[src/rtl/mbs_pkg.sv]
package mbs_pkg;

  typedef enum logic [2:0] {
    ST_IDLE = 3'd0,
    ST_T1   = 3'd1,
    ST_T2   = 3'd2,
    ST_T3   = 3'd3,
    ST_TW   = 3'd4,
    ST_T4   = 3'd5,
    ST_HOLD = 3'd6
  } bus_st_e;

  localparam int SEG_W = 2;

endpackage

[src/rtl/mbs_fsm.sv]
module mbs_fsm
  import mbs_pkg::*;
#(
  parameter int AW = 20,
  parameter int DW = 16
) (
  input  logic             clk,
  input  logic             rst_n,
  input  logic             req_valid,
  input  logic [AW-1:0]    req_addr,
  input  logic             req_write,
  input  logic             req_io,
  input  logic             req_byte,
  input  logic [SEG_W-1:0] req_seg,
  input  logic [DW-1:0]    req_wdata,
  input  logic             ready,
  input  logic             hold_req,
  output bus_st_e          state,
  output logic [AW-1:0]    lat_addr,
  output logic             lat_write,
  output logic             lat_io,
  output logic             lat_byte,
  output logic [SEG_W-1:0] lat_seg,
  output logic [DW-1:0]    lat_wdata,
  output logic             req_accept,
  output logic             req_reject,
  output logic             cap_en
);

  bus_st_e state_d;
  logic    odd_word;
  logic    take_req;
  logic    wait_st;

  assign odd_word   = ~req_byte & req_addr[0];
  assign take_req   = (state == ST_IDLE) & req_valid & ~hold_req;
  assign req_accept = take_req & ~odd_word;
  assign req_reject = take_req & odd_word;
  assign wait_st    = (state == ST_T3) | (state == ST_TW);
  assign cap_en     = wait_st & ready & ~lat_write;

  always_comb begin
    state_d = state;
    unique case (state)
      ST_IDLE: begin
        if (hold_req)        state_d = ST_HOLD;
        else if (req_accept) state_d = ST_T1;
      end
      ST_T1:   state_d = ST_T2;
      ST_T2:   state_d = ST_T3;
      ST_T3,
      ST_TW:   state_d = ready ? ST_T4 : ST_TW;
      ST_T4:   state_d = hold_req ? ST_HOLD : ST_IDLE;
      ST_HOLD: state_d = hold_req ? ST_HOLD : ST_IDLE;
      default: state_d = ST_IDLE;
    endcase
  end

  always_ff @(posedge clk or negedge rst_n) begin
    if (!rst_n) state <= ST_IDLE;
    else        state <= state_d;
  end

  always_ff @(posedge clk or negedge rst_n) begin
    if (!rst_n) begin
      lat_addr  <= '0;
      lat_write <= 1'b0;
      lat_io    <= 1'b0;
      lat_byte  <= 1'b0;
      lat_seg   <= '0;
      lat_wdata <= '0;
    end else if (req_accept) begin
      lat_addr  <= req_addr;
      lat_write <= req_write;
      lat_io    <= req_io;
      lat_byte  <= req_byte;
      lat_seg   <= req_seg;
      lat_wdata <= req_wdata;
    end
  end

  AST_HOLD_AT_BOUNDARY: assert property (@(posedge clk) disable iff (!rst_n)
    $rose(state == ST_HOLD) |-> ($past(state) == ST_IDLE || $past(state) == ST_T4));
  AST_HOLD_RELEASE: assert property (@(posedge clk) disable iff (!rst_n)
    $fell(state == ST_HOLD) |-> !$past(hold_req));
  AST_WAIT_ON_NOT_READY: assert property (@(posedge clk) disable iff (!rst_n)
    (wait_st && !ready) |=> state == ST_TW);
  AST_NO_ODD_WORD: assert property (@(posedge clk) disable iff (!rst_n)
    (state == ST_T1) |-> (lat_byte || !lat_addr[0]));
  AST_ACCEPT_TO_T1: assert property (@(posedge clk) disable iff (!rst_n)
    req_accept |=> state == ST_T1);

endmodule

[src/rtl/mbs_pins.sv]
module mbs_pins
  import mbs_pkg::*;
#(
  parameter int AW = 20,
  parameter int DW = 16
) (
  input  logic             clk,
  input  logic             rst_n,
  input  bus_st_e          state,
  input  logic [AW-1:0]    lat_addr,
  input  logic             lat_write,
  input  logic             lat_io,
  input  logic             lat_byte,
  input  logic [SEG_W-1:0] lat_seg,
  input  logic [DW-1:0]    lat_wdata,
  input  logic             cap_en,
  input  logic             ie_flag,
  input  logic [DW-1:0]    ad_in,
  output logic [DW-1:0]    ad_out,
  output logic             ad_oe,
  output logic [AW-DW-1:0] as_out,
  output logic             as_oe,
  output logic             bhe_n,
  output logic             bhe_oe,
  output logic             rd_n,
  output logic             rd_oe,
  output logic             hold_ack,
  output logic             rsp_done,
  output logic [DW-1:0]    rsp_rdata
);

  localparam int HW = AW - DW;

  logic          ie_q;
  logic          in_t1;
  logic          in_mid;
  logic          strobe_st;
  logic [HW-1:0] status_w;

  assign in_t1     = (state == ST_T1);
  assign in_mid    = (state == ST_T2) | (state == ST_T3) | (state == ST_TW) | (state == ST_T4);
  assign strobe_st = (state == ST_T2) | (state == ST_T3) | (state == ST_TW);
  assign status_w  = HW'({ie_q, lat_seg});

  assign hold_ack = (state == ST_HOLD);
  assign as_oe    = ~hold_ack;
  assign bhe_oe   = ~hold_ack;
  assign rd_oe    = ~hold_ack;
  assign rsp_done = (state == ST_T4);

  always_comb begin
    ad_oe  = 1'b0;
    ad_out = '0;
    as_out = '0;
    if (in_t1) begin
      ad_oe  = 1'b1;
      ad_out = lat_addr[DW-1:0];
      as_out = lat_io ? '0 : lat_addr[AW-1:DW];
    end else if (in_mid) begin
      ad_oe  = lat_write;
      ad_out = lat_write ? lat_wdata : '0;
      as_out = status_w;
    end
  end

  assign bhe_n = (in_t1 | in_mid) ? (lat_byte & ~lat_addr[0]) : 1'b1;
  assign rd_n  = ~(strobe_st & ~lat_write);

  always_ff @(posedge clk or negedge rst_n) begin
    if (!rst_n) ie_q <= 1'b0;
    else        ie_q <= ie_flag;
  end

  always_ff @(posedge clk or negedge rst_n) begin
    if (!rst_n)      rsp_rdata <= '0;
    else if (cap_en) rsp_rdata <= ad_in;
  end

  AST_FLOAT_IN_HOLD: assert property (@(posedge clk) disable iff (!rst_n)
    hold_ack |-> !(ad_oe || as_oe || bhe_oe || rd_oe));
  AST_NO_BUS_FIGHT: assert property (@(posedge clk) disable iff (!rst_n)
    !rd_n |-> !ad_oe);
  AST_DONE_PULSE: assert property (@(posedge clk) disable iff (!rst_n)
    rsp_done |=> !rsp_done);

endmodule

[src/rtl/mux_bus_seq.sv]
module mux_bus_seq
  import mbs_pkg::*;
#(
  parameter int AW = 20,
  parameter int DW = 16
) (
  input  logic             clk,
  input  logic             rst_n,
  input  logic             req_valid,
  input  logic [AW-1:0]    req_addr,
  input  logic             req_write,
  input  logic             req_io,
  input  logic             req_byte,
  input  logic [1:0]       req_seg,
  input  logic [DW-1:0]    req_wdata,
  input  logic             ie_flag,
  output logic             req_accept,
  output logic             req_reject,
  output logic             rsp_done,
  output logic [DW-1:0]    rsp_rdata,
  output logic [DW-1:0]    ad_out,
  output logic             ad_oe,
  input  logic [DW-1:0]    ad_in,
  output logic [AW-DW-1:0] as_out,
  output logic             as_oe,
  output logic             bhe_n,
  output logic             bhe_oe,
  output logic             rd_n,
  output logic             rd_oe,
  input  logic             ready,
  input  logic             hold_req,
  output logic             hold_ack
);

  bus_st_e          state;
  logic [AW-1:0]    lat_addr;
  logic             lat_write;
  logic             lat_io;
  logic             lat_byte;
  logic [SEG_W-1:0] lat_seg;
  logic [DW-1:0]    lat_wdata;
  logic             cap_en;

  mbs_fsm #(.AW(AW), .DW(DW)) u_fsm (
    .clk(clk), .rst_n(rst_n),
    .req_valid(req_valid), .req_addr(req_addr), .req_write(req_write),
    .req_io(req_io), .req_byte(req_byte), .req_seg(req_seg), .req_wdata(req_wdata),
    .ready(ready), .hold_req(hold_req),
    .state(state), .lat_addr(lat_addr), .lat_write(lat_write), .lat_io(lat_io),
    .lat_byte(lat_byte), .lat_seg(lat_seg), .lat_wdata(lat_wdata),
    .req_accept(req_accept), .req_reject(req_reject), .cap_en(cap_en)
  );

  mbs_pins #(.AW(AW), .DW(DW)) u_pins (
    .clk(clk), .rst_n(rst_n), .state(state),
    .lat_addr(lat_addr), .lat_write(lat_write), .lat_io(lat_io), .lat_byte(lat_byte),
    .lat_seg(lat_seg), .lat_wdata(lat_wdata), .cap_en(cap_en),
    .ie_flag(ie_flag), .ad_in(ad_in),
    .ad_out(ad_out), .ad_oe(ad_oe), .as_out(as_out), .as_oe(as_oe),
    .bhe_n(bhe_n), .bhe_oe(bhe_oe), .rd_n(rd_n), .rd_oe(rd_oe),
    .hold_ack(hold_ack), .rsp_done(rsp_done), .rsp_rdata(rsp_rdata)
  );

endmodule

[config.mk]
export PLATFORM = sky130hd
export DESIGN_NAME = mux_bus_seq
export DESIGN_NICKNAME = d
export VERILOG_FILES = /design/src/rtl/mbs_pkg.sv /design/src/rtl/mbs_fsm.sv /design/src/rtl/mbs_pins.sv /design/src/rtl/mux_bus_seq.sv
export SDC_FILE = /design/constraint.sdc
export NUM_CORES = 1
export LEC_CHECK = 0
export BUFFER_PORTS_ARGS = -buffer_cell sky130_fd_sc_hd__buf_2
export CAP_MARGIN = 20
export CORE_MARGIN = 4
export CORE_UTILIZATION = 50
export DETAILED_ROUTE_END_ITERATION = 16
export PLACE_DENSITY_LB_ADDON = 0.12
export SLEW_MARGIN = 5
export SYNTH_ARGS = -nofsm -noshare
export SYNTH_HDL_FRONTEND = slang
export SYNTH_HIERARCHICAL = 1
export SYNTH_SLANG_ARGS = --single-unit
[constraint.sdc]
create_clock -name clk -period 2.2 [get_ports clk]
set_clock_uncertainty 0.2 [all_clocks]
set_input_delay 0.11 -clock clk [delete_from_list [all_inputs] [get_ports clk]]
set_output_delay 0.11 -clock clk [all_outputs]
set_load 0.01 [all_outputs]
==> flow_metrics.env <==
export IMPL_status="complete, no violations"
export IMPL_seq_power_share=0.358
export IMPL_finalCriticalPeriod_ns=2.07
export IMPL_avgSynthCellArea_um2=12.8
export IMPL_yosys_area_top_type="dfrtp_1"
export IMPL_async_reset_ff_frac=1.00
export IMPL_hold_path_class="input pin to register"
export IMPL_synthFlopType="dfrtp_1"
export IMPL_first_global_vias=2575
export IMPL_cp_max_fo=28
export IMPL_ys_seq_elements=61
export IMPL_vias=2497
export IMPL_path_clk_slew_ns=0.06
export IMPL_clk_insertion_delay_late_ns=0.33
export IMPL_rows=28
export IMPL_grt_usage=0.225
export IMPL_start_util=0.514
export IMPL_postRouteAntennaNets=0
export IMPL_syn_nets=300
export IMPL_maxSlewViolCount=0
export IMPL_switchingPower_uw=2010
export IMPL_synth_area_leaders="dfrtp_1 (50%), mux2_4 (19%), mux2_2 (5.9%)"
export IMPL_grt_pass1_wl_um=12700
export IMPL_gr_total_overflow=0
export IMPL_fp_dieH_um=86.0
export IMPL_cp_cell_sequence="dlygate4sd3_1, buf_2, nand2b_1, nand3_2, buf_4, inv_1, buf_2"
export IMPL_nNetsFinal=473
export IMPL_grt_start_max_net_pins=38
export IMPL_crit_path_end="req_accept"
export IMPL_max_slew_margin=0.599
export IMPL_reg2reg_slack_ns=0.25
export IMPL_r2r_start="u_fsm/state[1]"
export IMPL_setup_tns_final_ns=0
export IMPL_cts_num_sinks=61
export IMPL_worst_path_buf_inv=5
export IMPL_syn_inst=237
export IMPL_core_area_um2=5920
export IMPL_drt_iter0_markers=78
export IMPL_cp_depth=7
export IMPL_critPathLaunchType="input pin"
export IMPL_finalSetupViolations=0
export IMPL_num_antenna_cells=0
export IMPL_ys_seq_area_frac=0.502
export IMPL_p_sw_frac=0.360
export IMPL_synth_top_cell_area_share=0.502
export IMPL_power_density_nw_per_um2=1260
export IMPL_wl_um=8040
export IMPL_fmax_ghz=0.484
export IMPL_avgViaCountPerCell=5.11
export IMPL_top_usage_layer="met2"
export IMPL_cp_end_kind="primary output"
export IMPL_htreeDepth=3
export IMPL_cts_buffers=9
export IMPL_gp_congestion=0.740
export IMPL_fillers=432
export IMPL_yosysUniqueCellTypes=31
export IMPL_r2r_end="u_pins/rsp_rdata[7]"
export IMPL_power_leakage_uw=0.00234
export IMPL_crit_arrival_ns=1.76
export IMPL_holdPathStages=4
export IMPL_grt_util_met3=0.0624
export IMPL_drv_cap=0
export IMPL_avgRoutedWirePerCell_um=16.4
export IMPL_cp_required_ns=1.89
export IMPL_cts_max_path_buffers=2
export IMPL_firstDrtPassIters=4
export IMPL_die_area_um2=7400
export IMPL_crit_path_start="req_byte"
export IMPL_syn_area_um2=3040
export IMPL_grt_met1_usage=0.266
export IMPL_combPwrFrac=0.476
export IMPL_critical_path_class="input pin to primary output"
export IMPL_portBuffers=108
export IMPL_cts_tree="built"
export IMPL_dpl_hpwl_um=4690
export IMPL_hold_viol=0
export IMPL_pwr_share_clk=0.167
export IMPL_ios=109
export IMPL_yosysWarnings=6
export IMPL_drc_errors=0
export IMPL_root_buffer="clkbuf_8"
export IMPL_grtUsageMet2=0.392
export IMPL_synth_edf_count=0
export IMPL_cpMostUsedCell="buf_2"
export IMPL_slowest_delay_ns=0.54
export IMPL_internal_power_uw=3580
export IMPL_peakVddDrop_mv=0.749
export IMPL_drive_above_1_share=0.471
export IMPL_antenna_found_initial=0
export IMPL_reg2reg_depth=5
export IMPL_worst_path_dominant_cell_family="buffers and inverters"
export IMPL_holdWs_ns=0.101
export IMPL_area_delta_synth_final_pct=46.0
export IMPL_critPathSlowestCell="dlygate4sd3_1"
export IMPL_fin_crit_sh=0.939
export IMPL_die_x_um=86.0
export IMPL_grt_setup_unrepaired="no"
export IMPL_worstMarginPinSlew_ns=0.601
-- layer usage --
metal	wire length (um)	vias to the layer above
met5	0	-
met4	153	0
met3	498	19
met2	4140	90
met1	3240	1203
li1	-	1185
-- registers in the layout, indices dropped and copies added (netlist names) --
signal            count
u_fsm/lat_write       1
u_fsm/lat_addr       20
u_fsm/lat_seg         2
u_fsm/lat_io          1
u_fsm/state           3
u_pins/ie_q           1
u_fsm/lat_wdata      16
u_pins/rsp_rdata     16
u_fsm/lat_byte        1
-- synth_stat cells (4+ instances only) --
cell / n
dfrtp_1: 61
mux2_4: 39
nand2_1: 24
nand3_1: 19
mux2_2: 16
o211ai_1: 16
buf_2: 8
buf_6: 8
inv_1: 5
nor2_1: 5
o21ai_0: 5
buf_4: 4
-- power by group through the flow --
stage	Clock, uW	Sequential, uW	Combinational (uW)
after detailed placement	0	2000	2450
after global routing	1020	2070	2850
final	931	2000	2660
after CTS	964	1990	2600
after floorplan	0	2030	1720
after global placement	0	1980	2410
-- worst register-to-register path, cell delays in order, from the launching register on --
cell	delay, ns
dfrtp_1	0.39
nor2_2	0.29
a21oi_1	0.16
nor3b_2	0.17
buf_4	0.26
mux2_2	0.38
-- area by class of cell --
type / count / area [um^2] / share of cell area
Clock inverter: 5 / 52.6 / 0.0118
Inverter: 5 / 18.8 / 0.00423
Tap cell: 75 / 93.8 / 0.0211
Sequential cell: 61 / 1530 / 0.344
Clock buffer: 10 / 128 / 0.0287
Timing Repair Buffer: 180 / 1250 / 0.282
Multi-Input combinational cell: 153 / 1370 / 0.308
-- cells in the final DEF (no fill, tap or decap), types with 2 or more instances in the layout --
cell / synthesis / routed
nor2b_1: 2 / 2
inv_1: 5 / 5
o22ai_1: 2 / 2
o211ai_1: 16 / 16
and3b_1: 2 / 2
nand2_1: 24 / 24
buf_4: 4 / 8
a21oi_1: 2 / 2
nand2b_1: 2 / 2
dfrtp_1: 61 / 60
nor2_1: 5 / 5
nor2b_4: 2 / 4
dlygate4sd3_1: 0 / 63
clkinv_2: 0 / 3
mux2_4: 39 / 39
buf_2: 8 / 108
nand3_1: 19 / 19
mux2_2: 16 / 16
o21ai_0: 5 / 5
clkbuf_8: 0 / 9
nand3b_1: 2 / 2
and3_1: 2 / 2
-- how the worst min path moves through the flow --
stage | start | endpoint | slack (ns)
5_1_grt | req_valid | u_fsm/lat_addr[0] | 0.11
6_report | req_valid | u_fsm/lat_addr[0] | 0.10
3_5_place_dp | rst_n | u_pins/rsp_rdata[12] | -0.05
4_1_cts | req_valid | u_fsm/lat_addr[0] | 0.09
2_1_floorplan | rst_n | u_fsm/lat_addr[0] | -0.39
3_3_place_gp | rst_n | u_pins/rsp_rdata[12] | -0.05
-- kinds of logic after synthesis --
| logic type | after synthesis | synth area share |
|---|---|---|
| AND/OR/NAND/NOR | 65 | 0.115 |
| flip-flops | 61 | 0.502 |
| multiplexers | 56 | 0.255 |
| AO/OA/AOI/OAI | 29 | 0.0662 |
| buffers and inverters | 25 | 0.0588 |
| adder cells (fa/ha/maj) | 1 | 0.00329 |
-- timing repair --
| item | CTS | global route |
|---|---|---|
| resized for setup | 1 | 2 |
| hold buffers | 63 | 0 |
| cloned | 1 | 1 |
| buffers inserted | 0 | 0 |
| endpoints found under the setup margin | 21 | 13 |
| hold endpoints to repair | 85 | 0 |
-- through the flow --
stage | power, uW | util | instances | setup slack, ns | instance area (um^2)
final | 5590 | 0.750 | 489 | 0.135 | 4440
after global routing | 5940 | 0.750 | 489 | 0.0154 | 4440
after CTS | 5560 | 0.747 | 488 | 0.0108 | 4420
after detailed placement | 4450 | 0.608 | 409 | 0.258 | 3600
after global placement | 4400 | 0.608 | 409 | 0.333 | 3600
after floorplan | 3740 | - | 237 | 0.244 | 3040
(Power assumes the default switching activity.)
